$ cat config.mk
export PLATFORM = sky130hd
export DESIGN_NAME = lcd_wr_bridge
export DESIGN_NICKNAME = d
export VERILOG_FILES = /design/src/rtl/lcd_wr_pkg.sv /design/src/rtl/lcd_phase_timer.sv /design/src/rtl/lcd_wr_fsm.sv /design/src/rtl/lcd_wr_latch.sv /design/src/rtl/lcd_wr_bridge.sv
export SDC_FILE = /design/constraint.sdc
export NUM_CORES = 1
export LEC_CHECK = 0
export ABC_AREA = 1
export BUFFER_PORTS_ARGS = -buffer_cell sky130_fd_sc_hd__buf_2
export CAP_MARGIN = 0
export CORE_MARGIN = 2
export CORE_UTILIZATION = 45
export CTS_CLUSTER_SIZE = 20
export DETAILED_ROUTE_END_ITERATION = 8
export PLACE_DENSITY = 0.86
export SYNTH_ARGS = -nofsm -noshare
export SYNTH_HDL_FRONTEND = slang
export SYNTH_SLANG_ARGS = --single-unit
$ cat constraint.sdc
create_clock -name clk -period 1.61 [get_ports clk]
set_clock_uncertainty 0.05 [all_clocks]
set_input_delay 0.2415 -clock clk [delete_from_list [all_inputs] [get_ports clk]]
set_output_delay 0.2415 -clock clk [all_outputs]
set_load 0.005 [all_outputs]
$ cat src/rtl/lcd_wr_pkg.sv
package lcd_wr_pkg;
  typedef enum logic [2:0] {
    ST_IDLE   = 3'd0,
    ST_SETUP  = 3'd1,
    ST_STROBE = 3'd2,
    ST_HOLD   = 3'd3,
    ST_FINISH = 3'd4
  } wr_state_t;
endpackage

$ cat src/rtl/lcd_phase_timer.sv
module lcd_phase_timer #(
  parameter int CNT_W = 4
) (
  input  logic             clk,
  input  logic             rst_n,
  input  logic             load,
  input  logic [CNT_W-1:0] load_val,
  output logic             zero
);
  logic [CNT_W-1:0] cnt_q, cnt_d;
  logic             cnt_en;

  always_comb begin
    cnt_en = load || (cnt_q != '0);
    cnt_d  = load ? load_val : cnt_q - 1'b1;
  end

  always_ff @(posedge clk or negedge rst_n) begin
    if (!rst_n)      cnt_q <= '0;
    else if (cnt_en) cnt_q <= cnt_d;
  end

  assign zero = (cnt_q == '0);

  // once reloaded, the counter reaches zero by counting down one per cycle
  p_step_down_r5: assert property (@(posedge clk) disable iff (!rst_n)
    (!$past(load) && $past(cnt_q) != '0) |-> (cnt_q == $past(cnt_q) - 1'b1));
endmodule

$ cat src/rtl/lcd_wr_fsm.sv
module lcd_wr_fsm
  import lcd_wr_pkg::*;
#(
  parameter int SETUP_CYC = 2,
  parameter int PULSE_CYC = 3,
  parameter int HOLD_CYC  = 2,
  parameter int CNT_W     = 4
) (
  input  logic             clk,
  input  logic             rst_n,
  input  logic             start,
  input  logic             tmr_zero,
  output logic             tmr_load,
  output logic [CNT_W-1:0] tmr_val,
  output wr_state_t        state
);
  localparam logic [CNT_W-1:0] SETUP_LD = CNT_W'(SETUP_CYC - 1);
  localparam logic [CNT_W-1:0] PULSE_LD = CNT_W'(PULSE_CYC - 1);
  localparam logic [CNT_W-1:0] HOLD_LD  = CNT_W'(HOLD_CYC - 1);

  wr_state_t state_q, state_d;

  always_comb begin
    state_d  = state_q;
    tmr_load = 1'b0;
    tmr_val  = '0;
    unique case (state_q)
      ST_IDLE: if (start) begin
        state_d  = ST_SETUP;
        tmr_load = 1'b1;
        tmr_val  = SETUP_LD;
      end
      ST_SETUP: if (tmr_zero) begin
        state_d  = ST_STROBE;
        tmr_load = 1'b1;
        tmr_val  = PULSE_LD;
      end
      ST_STROBE: if (tmr_zero) begin
        state_d  = ST_HOLD;
        tmr_load = 1'b1;
        tmr_val  = HOLD_LD;
      end
      ST_HOLD:   if (tmr_zero) state_d = ST_FINISH;
      ST_FINISH: state_d = ST_IDLE;
      default:   state_d = ST_IDLE;
    endcase
  end

  always_ff @(posedge clk or negedge rst_n) begin
    if (!rst_n) state_q <= ST_IDLE;
    else        state_q <= state_d;
  end

  assign state = state_q;

  // a setup phase is only ever entered straight from idle
  p_setup_from_idle_r12: assert property (@(posedge clk) disable iff (!rst_n)
    (state_q == ST_SETUP && $past(state_q) != ST_SETUP) |-> $past(state_q) == ST_IDLE);
  // finish lasts a single cycle
  p_finish_once_r7: assert property (@(posedge clk) disable iff (!rst_n)
    (state_q == ST_FINISH) |=> (state_q == ST_IDLE));
endmodule

$ cat src/rtl/lcd_wr_latch.sv
module lcd_wr_latch #(
  parameter int DATA_W = 16
) (
  input  logic              clk,
  input  logic              rst_n,
  input  logic              capture,
  input  logic              dc_in,
  input  logic [DATA_W-1:0] data_in,
  output logic              dc_out,
  output logic [DATA_W-1:0] data_out
);
  always_ff @(posedge clk or negedge rst_n) begin
    if (!rst_n) begin
      dc_out   <= 1'b1;
      data_out <= '0;
    end else if (capture) begin
      dc_out   <= dc_in;
      data_out <= data_in;
    end
  end
endmodule

$ cat src/rtl/lcd_wr_bridge.sv
module lcd_wr_bridge
  import lcd_wr_pkg::*;
#(
  parameter int DATA_W    = 16,
  parameter int ADDR_W    = 2,
  parameter int SETUP_CYC = 2,
  parameter int PULSE_CYC = 3,
  parameter int HOLD_CYC  = 2
) (
  input  logic              clk,
  input  logic              rst_n,
  input  logic [ADDR_W-1:0] bus_addr,
  input  logic              bus_read,
  input  logic              bus_write,
  input  logic [DATA_W-1:0] bus_wdata,
  output logic [DATA_W-1:0] bus_rdata,
  output logic              bus_waitreq,
  output logic              lcd_cs_n,
  output logic              lcd_wr_n,
  output logic              lcd_rd_n,
  output logic              lcd_dc,
  output logic [DATA_W-1:0] lcd_d
);
  localparam int MAX_CYC = (SETUP_CYC > PULSE_CYC) ?
                           ((SETUP_CYC > HOLD_CYC) ? SETUP_CYC : HOLD_CYC) :
                           ((PULSE_CYC > HOLD_CYC) ? PULSE_CYC : HOLD_CYC);
  localparam int CNT_W = $clog2(MAX_CYC + 1);

  wr_state_t        state;
  logic             addr_ok, start, tmr_zero, tmr_load;
  logic [CNT_W-1:0] tmr_val;

  assign addr_ok = (bus_addr < ADDR_W'(2));
  assign start   = bus_write && addr_ok && (state == ST_IDLE);

  lcd_wr_fsm #(
    .SETUP_CYC(SETUP_CYC), .PULSE_CYC(PULSE_CYC),
    .HOLD_CYC(HOLD_CYC),   .CNT_W(CNT_W)
  ) u_fsm (
    .clk(clk), .rst_n(rst_n), .start(start), .tmr_zero(tmr_zero),
    .tmr_load(tmr_load), .tmr_val(tmr_val), .state(state)
  );

  lcd_phase_timer #(.CNT_W(CNT_W)) u_timer (
    .clk(clk), .rst_n(rst_n), .load(tmr_load), .load_val(tmr_val), .zero(tmr_zero)
  );

  lcd_wr_latch #(.DATA_W(DATA_W)) u_latch (
    .clk(clk), .rst_n(rst_n), .capture(start), .dc_in(bus_addr[0]),
    .data_in(bus_wdata), .dc_out(lcd_dc), .data_out(lcd_d)
  );

  assign lcd_cs_n    = (state == ST_IDLE) || (state == ST_FINISH);
  assign lcd_wr_n    = (state != ST_STROBE);
  assign lcd_rd_n    = 1'b1;
  assign bus_rdata   = '0;
  assign bus_waitreq = bus_write && addr_ok && (state != ST_FINISH);

  // data and select line frozen while the display is selected
  p_data_stable_r8: assert property (@(posedge clk) disable iff (!rst_n)
    (!lcd_cs_n && !$past(lcd_cs_n)) |-> ($stable(lcd_d) && $stable(lcd_dc)));
  // strobe only inside chip select
  p_strobe_in_cs_r5: assert property (@(posedge clk) disable iff (!rst_n)
    !lcd_wr_n |-> !lcd_cs_n);
  // strobe falls only after a cycle of chip select with strobe high
  p_setup_before_strobe_r4: assert property (@(posedge clk) disable iff (!rst_n)
    $fell(lcd_wr_n) |-> ($past(!lcd_cs_n) && $past(lcd_wr_n)));
  // host is released in the cycle chip select rises
  p_release_at_finish_r7: assert property (@(posedge clk) disable iff (!rst_n)
    $rose(lcd_cs_n) |-> !bus_waitreq);
  // a lone read never stalls
  p_read_nostall_r9: assert property (@(posedge clk) disable iff (!rst_n)
    (bus_read && !bus_write) |-> !bus_waitreq);
endmodule

==> results of run 1 <==
==> where the power goes <==
part	switching, mW	internal [mW]	leakage [nW]
Clock	0.158	0.138	0.0210
Sequential	0.146	0.814	0.271
Combinational	0.502	0.438	0.531
Total	0.806	1.39	0.824
==> critical path, stage by stage (launching register included) <==
cell,delay [ns]
dfrtp_1,0.45
inv_2,0.09
nand2_2,0.08
inv_1,0.05
a21oi_1,0.11
buf_2,0.12
==> final timing paths <==
| path | cells after the start | slack [ns] | endpoint |
|---|---|---|---|
| worst max-delay path | 5 | 0.12 | bus_waitreq |
| worst min-delay path | 3 | 0.10 | u_latch.dc_out |
| worst max register to register | 7 | 0.32 | u_fsm.state[1] |
| worst min register to register | 2 | 0.44 | u_latch.data_out[13] |
| max in group asynchronous | 2 | 0.80 | u_latch.dc_out |
| min in group asynchronous | 2 | 0.36 | u_latch.data_out[1] |
==> layout make-up <==
class,instances,share of cell area
Sequential cell,22,0.406
Multi-Input combinational cell,79,0.292
Timing Repair Buffer,44,0.171
Inverter,28,0.0771
Tap cell,30,0.0275
Clock buffer,4,0.0266
==> cell families after synthesis <==
| group | after synthesis |
|---|---|
| AOI/OAI and AO/OA | 22 |
| adders and majority gates | 1 |
| buffers and inverters | 49 |
| DFF | 22 |
| other | 2 |
| and+or+nand+nor | 39 |
==> what timing repair did <==
action	CTS	global route
setup buffers	0	1
hold buffers	1	0
endpoints found under the setup margin	0	1
hold endpoints to repair	21	0
gates resized for setup	0	3
==> flip-flops by register name, indices dropped and copies added (netlist names) <==
name and cells:
u_fsm.state 3, u_latch.data_out 16, u_latch.dc_out 1, u_timer.cnt_q 2
==> layout by cell type, fill, tap and decap left out <==
cell and count:
nor2_4 1, clkbuf_4 3, inv_2 1, nand3_2 1, clkbuf_8 1, dlygate4sd3_1 1, nand2_2 1, a21oi_1 3
nand3_1 5, nand4_1 3, o21ai_2 8, inv_1 27, nand2_1 24, nor2_1 4, buf_2 40, dfrtp_2 1
conb_1 17, dfstp_2 1, o21bai_1 2, buf_4 3, dfrtp_1 20, o21ai_0 9, ha_1 1
==> routing by layer <==
layer | up-vias | wire (µm) | global-route usage
met5 | - | 0 | 0
met4 | 0 | 0 | 0.0244
met3 | 0 | 112 | 0.0403
met2 | 32 | 960 | 0.256
met1 | 399 | 761 | 0.156
li1 | 459 | - | -
==> impl_metrics.csv, run 1 <==
group,metric,value,unit
setup_path,endpoint_kind,"primary output",
synth,synthFlopType,"dfrtp_1",
synth,synth_compound_area_frac,0.124,
final_layout,antenna_cells,0,
synth,netlist_area,1170,µm²
clock_tree,clock_sinks,22,
worst_hold_path,hp-start,"bus_addr[0]",
global_route,antenna_found_initial,0,
die,initial_utilization,0.473,
synth,synthSimpleGateAreaFrac,0.149,
die,die_width,55.0,µm
route,post-route-drc-count,0,
synth,synth_fa_ha_area_frac,0.0107,
place,placed_cell_area,1310,µm²
final_layout,syn_to_final_growth,16.3,%
setup_path,crit_arrival,1.19,ns
final_layout,final_core_util,0.550,
setup_path,r2r_start,"u_timer.cnt_q[0]",
die,design.core.area,2480,µm²
place,dp.cells,201,
global_route,overflow,0,
pwr,vdd_drop_max,848,µV
die,rows,18,
pwr,power.density,1610,nW/µm²
setup_path,startpoint,"u_fsm.state[1]",
route,drt_iter0_drc,22,
sta,max_freq,0.673,GHz
final_layout,layout-drive-gt1-share,0.345,
route,drt-wirelength-per-cell,8.86,µm
sta,finalSetupViolations,0,
synth,synth_top_family_by_area,"buffers and inverters",
clock_tree,ctsLongestPathBuffers,2,
synth,avgSynthCellArea,8.67,µm²
place,dp_hpwl,1470,µm
job,cap_violations,0,
worst_hold_path,hold_class,"input port to flop",
synth,synth_most_common_cell,"inv_1",
synth,synth_edf_count,0,
synth,synthTopCellsByCount,"inv_1 (28), nand2_1 (25), dfrtp_1 (21)",
place,place_ws,0.325,ns
route,via_per_inst,4.30,
die,die-area,3030,µm²
sta,tns,0,ns
synth,synthCells,135,
synth,ys_seq_elements,22,
pwr,total_power,2.20,mW
global_route,grt_max_degree,23,
sta,whs,0.103,ns
route,drtPass1Iterations,4,
clock_tree,cts.clk_slew.worst_paths,0.12,ns
global_route,grt_use_total,0.137,
final_layout,stdcell_count,207,
global_route,grt_first_pass_wirelength,2980,µm
setup_path,required,1.32,ns
synth,yosysTopAreaCellShare,0.449,
final_layout,regArea,553,µm²
place,globalplace.congestion,0.758,
clock_tree,cts-buffers-inserted,3,
sta,period_minus_slack,1.49,ns
pwr,p_leak,0.824,nW
route,wl,1840,µm
synth,ys_types,19,
setup_path,critPathLaunchType,"flop",
final_layout,design_area,1360,µm²
sta,setup_ws,0.125,ns
setup_path,cp_max_fo,5,
die,io_pins,59,
synth,muxShareOfSynthArea,0,
sta,final-max-slew-violation-count,0,
clock_tree,clock_latency,0.30,ns
sta,final-hold-violation-count,0,
final_layout,nNetsFinal,201,
route,vias,890,
synth,synth_top_cell_by_area,"dfrtp_1",
sta,finalCritPeriodShare,0.923,
synth,ys_warn_count,0,
synth,ys_seq_area_frac,0.471,
outcome,outcome,"complete, no violations",
clock_tree,clock-root-buffer,"clkbuf_4",
final_layout,multi_input_area,398,µm²
clock_tree,cts_htree_levels,1,
setup_path,worst-setup-path-type,"flop to primary output",
final_layout,nFillCells,237,
sta,rsz0062_at_grt,"no",
clock_tree,cts_tree,"yes",
global_route,first_global_vias,766,
place,portBuffers,40,
route,postRouteAntennaNets,0,
die,die_h,55.0,µm
synth,synthArstFlopShare,1.00,
synth,synthXorXnorAreaFrac,0,
synth,netlist_top_cells_area,"dfrtp_1 (45%), buf_4 (11%), inv_1 (9.0%)",
(Power assumes the default switching activity.)
==> run 2, diff against run 1 <==
Settings changed: CORE_UTILIZATION 45 to 48, PLACE_DENSITY 0.86 to 0.91.
Clock period 1.61 ns to 1.78 ns, I/O delays scaled along.
==> impl_metrics.csv, run 2 (same netlist as run 1, synthesis figures left out) <==
group,metric,value,unit
outcome,outcome,"complete, no violations",
pwr,comb_power_share,0.430,
final_layout,design_area,1340,µm²
sta,rsz0062_at_grt,"no",
setup_path,cp_slowest_cell,"dfrtp_1",
die,die_width,53.4,µm
sta,final-hold-violation-count,0,
final_layout,multi_input_area,395,µm²
worst_hold_path,holdPathStages,3,
setup_path,r2r_end,"u_timer.cnt_q[0]",
final_layout,nFillCells,221,
final_layout,final_common_cell,"buf_2",
sta,max_freq,0.626,GHz
route,postRouteAntennaNets,0,
final_layout,top_register,"u_latch.data_out",
setup_path,crit_chain,"inv_1 > nand2_1 > inv_1 > a21oi_1 > buf_2",
setup_path,critPathLaunchType,"flop",
die,design.core.area,2250,µm²
die,initial_utilization,0.519,
route,wl,1910,µm
pwr,seq_power_share,0.451,
pwr,total_power,1.94,mW
global_route,grt_use_total,0.159,
setup_path,r2r_start,"u_fsm.state[1]",
sta,tns,0,ns
final_layout,layout-drive-gt1-share,0.318,
setup_path,r2r_setup_slack,0.47,ns
clock_tree,cts-buffers-inserted,3,
die,rows,17,
final_layout,nNetsFinal,200,
place,dp_hpwl,1470,µm
place,portBuffers,40,
clock_tree,clock-root-buffer,"clkbuf_4",
global_route,grt_first_pass_wirelength,3290,µm
setup_path,worst-setup-path-type,"flop to primary output",
clock_tree,post_cts_buffers,0,
setup_path,cp_top_family,"flip-flops",
pwr,p_leak,0.814,nW
pwr,clkPwrFrac,0.120,
place,globalplace.congestion,0.843,
setup_path,cp_max_fo,5,
final_layout,final_core_util,0.594,
worst_hold_path,hold_class,"input port to flop",
sta,final-max-slew-violation-count,0,
global_route,first_global_vias,813,
final_layout,antenna_cells,0,
setup_path,r2r_cells,6,
pwr,internal_power,1.21,mW
global_route,antenna_found_initial,0,
sta,finalSetupViolations,0,
setup_path,required,1.46,ns
pwr,vdd_drop_max,771,µV
setup_path,path_buf_inv,3,
setup_path,endpoint_kind,"primary output",
final_layout,stdcell_count,204,
worst_hold_path,whs_endpoint,"u_latch.dc_out",
worst_hold_path,hp-start,"bus_addr[0]",
clock_tree,clock_latency,0.30,ns
final_layout,largest_reg_flops,16,
route,drt_iter0_drc,16,
pwr,power.density,1450,nW/µm²
place,dp.cells,199,
clock_tree,ctsLongestPathBuffers,2,
setup_path,max_stage_delay,0.43,ns
route,post-route-drc-count,0,
setup_path,crit_arrival,1.28,ns
clock_tree,cts.clk_slew.worst_paths,0.12,ns
final_layout,syn_to_final_growth,14.3,%
sta,finalCritPeriodShare,0.897,
route,via_per_inst,4.42,
sta,period_minus_slack,1.60,ns
clock_tree,cts_htree_levels,1,
job,cap_violations,0,
die,die_h,53.4,µm
place,placed_cell_area,1300,µm²
route,drtPass1Iterations,4,
final_layout,regArea,552,µm²
route,vias,902,
setup_path,crit_path_frequent_cell,"inv_1",
clock_tree,cts_tree,"yes",
global_route,overflow,0,
clock_tree,clock_sinks,22,
route,drt-wirelength-per-cell,9.34,µm
global_route,grt_max_degree,23,
pwr,p_sw_frac,0.377,
final_layout,mostFrequentLayoutCells,"buf_2 (40), inv_1 (28), nand2_1 (25), dfrtp_1 (21), conb_1 (17)",
pwr,p_switching,0.730,mW
die,die-area,2850,µm²
die,io_pins,59,
## run 2: stage by stage
stage                     hold slack [ns]  worst slack (ns)
after global placement              0.204             0.506
after detailed placement            0.204             0.489
after floorplan                   -0.0786             0.578
final                               0.131             0.183
after CTS                           0.126             0.181
after global routing                0.109            0.0812
## run 2: worst min-delay path: stages
cell and delay [ns]:
buf_2 0.10, inv_1 0.04, o21ai_0 0.08
## run 2: power groups by stage
stage / Sequential [mW] / Clock [mW] / Combinational, mW
after floorplan: 0.888 / 0 / 0.562
final: 0.873 / 0.231 / 0.831
after detailed placement: 0.878 / 0 / 0.844
after CTS: 0.873 / 0.241 / 0.845
after global placement: 0.869 / 0 / 0.815
after global routing: 0.903 / 0.271 / 0.971
## run 2: worst max-delay path by stage
stage | start | to | slack [ns] | cells past startpoint
2_1_floorplan | u_fsm.state[0] | u_timer.cnt_q[0] | 0.58 | 6
3_3_place_gp | u_fsm.state[0] | u_timer.cnt_q[1] | 0.51 | 5
3_5_place_dp | u_fsm.state[0] | u_timer.cnt_q[0] | 0.49 | 6
4_1_cts | u_fsm.state[0] | bus_waitreq | 0.18 | 5
5_1_grt | u_fsm.state[1] | bus_waitreq | 0.08 | 5
6_report | u_fsm.state[1] | bus_waitreq | 0.18 | 5
## run 2: repair_timing
action                    4_1_cts  5_1_grt
hold endpoints to repair       21        0
hold buffers                    1        0
resized for setup               0        0
## run 2: area by class of cell
| cell class | instances | area share |
|---|---|---|
| sequential | 22 | 0.412 |
| multi-input combinational | 79 | 0.295 |
| timing repair buffer | 43 | 0.168 |
| inverter | 28 | 0.0785 |
| tap | 28 | 0.0262 |
| clock buffer | 4 | 0.0196 |
## run 2: layer usage
metal	share of wire	global-route usage	wire length [µm]	up-vias
met5	0	0	0	-
met4	0.0079	0.0513	15	0
met3	0.072	0.0395	137	2
met2	0.50	0.280	958	37
met1	0.42	0.186	794	406
li1	-	-	-	457
